## src/rtl/sockdma_port.sv

```systemverilog
`timescale 1ns/1ps
module sockdma_port #(
  parameter int NSOCK    = 4,
  parameter int DW       = 32,
  parameter int SZW      = 8,
  parameter int BURST    = 4,
  parameter int MEMW     = 16,
  parameter int ACT_LAT  = 3,
  parameter int TEAR_LAT = 2,
  parameter int WMARK    = 2,
  parameter int WM_LAG   = 2
)(
  input  logic             clk,
  input  logic             rst_n,
  input  logic [NSOCK-1:0] sock_fill,
  input  logic [SZW-1:0]   buf_bytes,
  input  logic             reg_wr,
  input  logic [2:0]       reg_addr,
  input  logic [31:0]      reg_wdata,
  output logic [31:0]      reg_rdata,
  input  logic             dat_wr,
  input  logic             dat_rd,
  input  logic [DW-1:0]    dat_wdata,
  output logic [DW-1:0]    dat_rdata,
  output logic             intr
);
  localparam int SKW = (NSOCK > 1) ? $clog2(NSOCK) : 1;
  localparam int MIW = $clog2(MEMW);
  localparam int WIW = $clog2(MEMW + 1);
  localparam int LIM = MEMW * 4;
  localparam int CMX = (ACT_LAT > TEAR_LAT) ? ACT_LAT : TEAR_LAT;
  localparam int CNW = $clog2(CMX + 1);
  localparam logic [2:0] A_STAT = 3'd0, A_SMASK = 3'd1, A_IMASK = 3'd2,
                         A_EVT = 3'd3, A_XFER = 3'd4, A_SIZE = 3'd5;

  typedef enum logic [1:0] {IDLE, ARM, RUN, TEAR} phase_t;

  phase_t           phase;
  logic [CNW-1:0]   cnt;
  logic [NSOCK-1:0] stat, smask, clr;
  logic [3:0]       imask, event_v;
  logic             err, dir, lng;
  logic [SKW-1:0]   sel;
  logic [SZW-1:0]   size_q, cap;
  logic [WIW-1:0]   wcnt, last_q;
  logic [WM_LAG-1:0] wm_sr;
  logic [DW-1:0]    mem [MEMW];

  logic rdy, running, ok_wr, ok_rd, acc_ok, bad, wvalid, last, wm_hit, accept, wmark;

  function automatic logic [WIW-1:0] last_idx(input logic [SZW-1:0] b);
    int w;
    w = (int'(b) + 3) / 4;
    if (w == 0) w = 1;
    return WIW'(((w + BURST - 1) / BURST) * BURST - 1);
  endfunction

  assign cap     = (int'(buf_bytes) > LIM) ? SZW'(LIM) : buf_bytes;
  assign running = (phase == RUN);
  assign rdy     = (phase == RUN) || (phase == TEAR);
  assign ok_wr   = running && !dir;
  assign ok_rd   = running && dir;
  assign acc_ok  = (dat_wr && ok_wr) || (dat_rd && ok_rd);
  assign bad     = (dat_wr && !ok_wr) || (dat_rd && !ok_rd);
  assign wvalid  = (int'(wcnt) * 4) < int'(size_q);
  assign last    = acc_ok && (wcnt == last_q);
  assign wm_hit  = acc_ok && (wcnt == last_q - WIW'(BURST - 1 - WMARK));
  assign accept  = reg_wr && (reg_addr == A_XFER) && reg_wdata[9] && (phase == IDLE) && !err;
  assign wmark   = rdy && !wm_sr[WM_LAG-1];
  assign clr     = (phase == TEAR && cnt == CNW'(TEAR_LAT - 1) && !bad) ? (NSOCK'(1) << sel) : '0;

  assign event_v   = {err, wmark, rdy, |(stat & smask)};
  assign intr      = |(event_v & imask);
  assign dat_rdata = (ok_rd && wvalid) ? mem[wcnt[MIW-1:0]] : '0;

  always_comb begin
    reg_rdata = '0;
    case (reg_addr)
      A_STAT:  reg_rdata[NSOCK-1:0] = stat;
      A_SMASK: reg_rdata[NSOCK-1:0] = smask;
      A_IMASK: reg_rdata[3:0] = imask;
      A_EVT:   reg_rdata[3:0] = event_v;
      A_XFER: begin
        reg_rdata[SKW-1:0] = sel;
        reg_rdata[8]  = dir;
        reg_rdata[9]  = rdy;
        reg_rdata[10] = lng;
        reg_rdata[11] = rdy;
      end
      A_SIZE:  if (rdy) reg_rdata[SZW-1:0] = size_q;
      default: reg_rdata = '0;
    endcase
  end

  always_ff @(posedge clk or negedge rst_n) begin
    if (!rst_n) begin
      phase <= IDLE; cnt <= '0; stat <= '0; smask <= '0; imask <= '0; err <= 1'b0;
      sel <= '0; dir <= 1'b0; lng <= 1'b0; size_q <= '0; last_q <= '0;
      wcnt <= '0; wm_sr <= '0;
    end else begin
      stat <= (stat & ~clr) | sock_fill;
      if (reg_wr && reg_addr == A_SMASK) smask <= reg_wdata[NSOCK-1:0];
      if (reg_wr && reg_addr == A_IMASK) imask <= reg_wdata[3:0];
      if (bad) err <= 1'b1;
      else if (reg_wr && reg_addr == A_EVT && reg_wdata[3]) err <= 1'b0;
      if (acc_ok) wcnt <= wcnt + 1'b1;
      wm_sr[0] <= wm_sr[0] | wm_hit;
      for (int i = 1; i < WM_LAG; i++) wm_sr[i] <= wm_sr[i-1];
      case (phase)
        IDLE: if (accept) begin
          phase  <= ARM;
          cnt    <= '0;
          sel    <= reg_wdata[SKW-1:0];
          dir    <= reg_wdata[8];
          lng    <= reg_wdata[10];
          size_q <= cap;
          last_q <= last_idx(cap);
          wcnt   <= '0;
          wm_sr  <= '0;
        end
        ARM:
          if (bad) phase <= IDLE;
          else if (cnt == CNW'(ACT_LAT - 1)) phase <= RUN;
          else cnt <= cnt + 1'b1;
        RUN:
          if (bad) phase <= IDLE;
          else if (last) begin phase <= TEAR; cnt <= '0; end
        TEAR:
          if (bad || cnt == CNW'(TEAR_LAT - 1)) phase <= IDLE;
          else cnt <= cnt + 1'b1;
        default: phase <= IDLE;
      endcase
    end
  end

  always_ff @(posedge clk or negedge rst_n) begin
    if (!rst_n) begin
      for (int i = 0; i < MEMW; i++) mem[i] <= '0;
    end else if (dat_wr && ok_wr && wvalid) begin
      mem[wcnt[MIW-1:0]] <= dat_wdata;
    end
  end
endmodule

```

## config.mk

```make
export PLATFORM = sky130hd
export DESIGN_NAME = sockdma_port
export DESIGN_NICKNAME = d
export VERILOG_FILES = /design/src/rtl/sockdma_port.sv
export SDC_FILE = /design/constraint.sdc
export NUM_CORES = 1
export LEC_CHECK = 0
export ABC_AREA = 1
export BUFFER_PORTS_ARGS = -buffer_cell sky130_fd_sc_hd__clkbuf_2
export CORE_MARGIN = 1.5
export CORE_UTILIZATION = 35
export DETAILED_ROUTE_END_ITERATION = 7
export HOLD_SLACK_MARGIN = 0.08
export SETUP_SLACK_MARGIN = 0.15
export SLEW_MARGIN = 20
export SYNTH_ARGS = -nofsm -noshare
export SYNTH_HDL_FRONTEND = slang
export SYNTH_SLANG_ARGS = --single-unit
export TNS_END_PERCENT = 5
```

## constraint.sdc

```tcl
create_clock -name clk -period 2.9 [get_ports clk]
set_input_delay 0.29 -clock clk [delete_from_list [all_inputs] [get_ports clk]]
set_output_delay 0.29 -clock clk [all_outputs]
set_load 0.005 [all_outputs]
```

==> run_results.csv <==
group,metric,value,unit
global_routing,grt_max_degree,81,
setup_path,startpoint_type,"flop",
placement,placed_area,28300,sq um
logic_synthesis,synth.cell_area,26900,sq um
global_routing,overflow,0,
layout,multi_input_area,11000,sq um
clocking,numCtsBuffers,56,
placement,pre_cts_ws,0.378,ns
routing,wl,82600,um
clocking,htreeDepth,2,
timing,rsz0062_at_grt,"true",
routing,first_pass_iters,5,
power_and_ir_drop,p_total,24.2,mW
clocking,clk_pin_slew,0.06,ns
routing,drt_iter0_markers,2066,
logic_synthesis,synth_async_sr_flop_share,1.00,
clocking,insertion_delay,0.66,ns
clocking,clk_path_buf_depth,3,
clocking,cts_tree,"yes",
timing,setup_viol,7,
clocking,clock-root-buffer,"clkbuf_16",
logic_synthesis,avgSynthCellArea,8.46,sq um
die,die_area,78500,sq um
timing,fin_crit_sh,1.02,
layout,final_layout_size_suffix_gt1_frac,0.146,
timing,finalClockSkew,0.0458,ns
routing,route.detailed.drc,0,
routing,routed_via_density,5.15,
worst_hold_path,worstHoldStart,"reg_addr[1]",
layout,fin_area,31300,sq um
setup_path,critPathKind,"reg2out",
global_routing,grt_pass1_vias,21300,
layout,final_core_util,0.412,
die,io-pin-count,149,
placement,place_inst,4167,
setup_path,cp-end-kind,"output pin",
placement,dp_hpwl,47900,um
placement,gp_congestion,0.851,
layout,fill_cells,7649,
setup_path,r2r_end,"mem[73]",
logic_synthesis,ys_warn_count,0,
setup_path,required,2.61,ns
worst_hold_path,hp-class,"in2reg",
routing,wl_per_cell,19.1,um
setup_path,rr_startpoint,"wcnt[0]",
power_and_ir_drop,leakage,14.2,nW
setup_path,regToRegSetupSlack,0.16,ns
routing,dr_total_vias,22300,
die,rows,101,
logic_synthesis,ys.flop_type,"dfrtp_1",
clocking,cts.sinks,552,
logic_synthesis,ys_ff_latch,552,
timing,setup_tns,-0.171,ns
timing,maxSlewViolCount,0,
timing,relSlewSlack,0.551,
layout,nNetsFinal,3355,
setup_path,cp_max_fo,9,
setup_path,cp_data_arrival_time,2.68,ns
logic_synthesis,synthCells,3178,
setup_path,r2r_cells,12,
status,status,"complete, but fails checks",
global_routing,track_usage,0.210,
layout,area_growth,16.5,%
timing,period_minus_slack,2.97,ns
die,fp.coreArea,75900,sq um
die,start_util,0.354,
placement,port_buffers,103,
logic_synthesis,netlist-cell-type-count,43,
timing,fmax,337,MHz
logic_synthesis,yosysSeqAreaShare,0.514,
die,die_w,280,um
status,violations,"negative setup slack",
power_and_ir_drop,ir_worst_vdd,0.609,mV
global_routing,grt_pass1_wl,128000,um
power_and_ir_drop,power_density,771,nW/um^2
layout,antenna_cells,0,
die,die_y,280,um
job,cap_violations,0,
timing,hold_viol,0,
layout,regArea,13800,sq um
timing,fin_hold_ws,0.127,ns
routing,final_antenna_net_count,0,
global_routing,antenna_found_initial,0,
layout,final_cells,4332,
worst_hold_path,min_to,"err",
timing,tightest_slew,0.674,ns
timing,fin_ws,-0.0672,ns
logic_synthesis,synth-edff-count,0,
worst_hold_path,min_delay_path_depth,4,
power by group:
| part | internal (mW) | switching, mW | total [mW] |
|---|---|---|---|
| clock network | 4.37 | 3.19 | 7.56 |
| logic | 3.15 | 5.51 | 8.66 |
| registers | 7.83 | 0.108 | 7.94 |
worst max-delay path, stage by stage, from the launching register on:
cell	delay [ns]
dfrtp_4	0.52
buf_12	0.16
inv_12	0.07
buf_16	0.19
buf_6	0.12
a21oi_1	0.03
a22o_1	0.22
nand2_1	0.06
nand4_1	0.32
nor2_1	0.21
buf_2	0.14
how the worst max path moves through the flow:
| stage | from | end | slack (ns) | depth (start not counted) |
|---|---|---|---|---|
| 6_report | wcnt[1] | dat_rdata[14] | -0.07 | 10 |
| 2_1_floorplan | wcnt[3] | dat_rdata[10] | 0.78 | 9 |
| 4_1_cts | wcnt[0] | dat_rdata[12] | -0.04 | 10 |
| 5_1_grt | wcnt[0] | dat_rdata[12] | -0.11 | 10 |
| 3_5_place_dp | wcnt[1] | dat_rdata[12] | 0.38 | 9 |
| 3_3_place_gp | wcnt[1] | dat_rdata[12] | 0.38 | 9 |
what timing repair did:
| item | in CTS | in global routing |
|---|---|---|
| hold endpoints to repair | 114 | 0 |
| pin swaps | 20 | 31 |
| setup endpoints to repair | 32 | 117 |
| gates resized for setup | 43 | 58 |
| gates cloned | 9 | 4 |
| setup buffers | 18 | 12 |
| hold buffers | 20 | 0 |
cells by family after synthesis:
logic type | synth area share
AO/OA/AOI/OAI | 0.180
adder cells (fa/ha/maj) | 0.00605
other | 0.000139
XOR/XNOR | 0.00163
flip-flops | 0.514
AND/OR/NAND/NOR | 0.214
buffers and inverters | 0.0837
placed cells by master (no fill, tap or decap), types with 48 or more instances in the layout:
cell and n:
nand2_1 1028, dfrtp_1 549, o21ai_1 396, nor2_1 211, a21oi_1 127, o21ai_0 123
o21ai_2 99, inv_1 90, nand3_1 87, clkbuf_2 87, clkbuf_16 61, buf_4 57
buf_12 48
final cells by class:
class	count	share of cell area
clock buffers	90	0.0543
inverters	103	0.0141
flip-flops and latches	552	0.441
clock inverters	12	0.00687
well taps	1030	0.0411
repair inverters	1	0.000280
repair buffers	259	0.0907
multi-input cells	2285	0.351
per-layer routing:
| layer | up-vias | wire, um | global-route usage |
|---|---|---|---|
| li1 | 10700 | - | - |
| met5 | - | 53 | 0 |
| met2 | 717 | 36900 | 0.332 |
| met3 | 123 | 4980 | 0.0268 |
| met4 | 2 | 2130 | 0.0577 |
| met1 | 10800 | 38500 | 0.302 |
Yosys cell counts (57+ instances only):
| cell | n | share of area |
|---|---|---|
| buf_2 | 57 | 0.011 |
| a21oi_1 | 127 | 0.024 |
| buf_6 | 91 | 0.038 |
| nand3_1 | 87 | 0.016 |
| o21ai_2 | 96 | 0.031 |
| clkbuf_1 | 76 | 0.011 |
| nand2_1 | 1029 | 0.14 |
| dfrtp_1 | 552 | 0.51 |
| inv_1 | 91 | 0.013 |
| o21ai_0 | 137 | 0.025 |
| o21ai_1 | 385 | 0.072 |
| nor2_1 | 219 | 0.031 |
flip-flops by register name (all words and copies together), names as in the netlist:
name and cells:
cnt 2, dir 1, err 1, imask 4, last_q 4, lng 1, mem 512, phase 2
sel 2, size_q 8, smask 4, stat 4, wcnt 5, wm_sr 2
(Power assumes the default switching activity.)
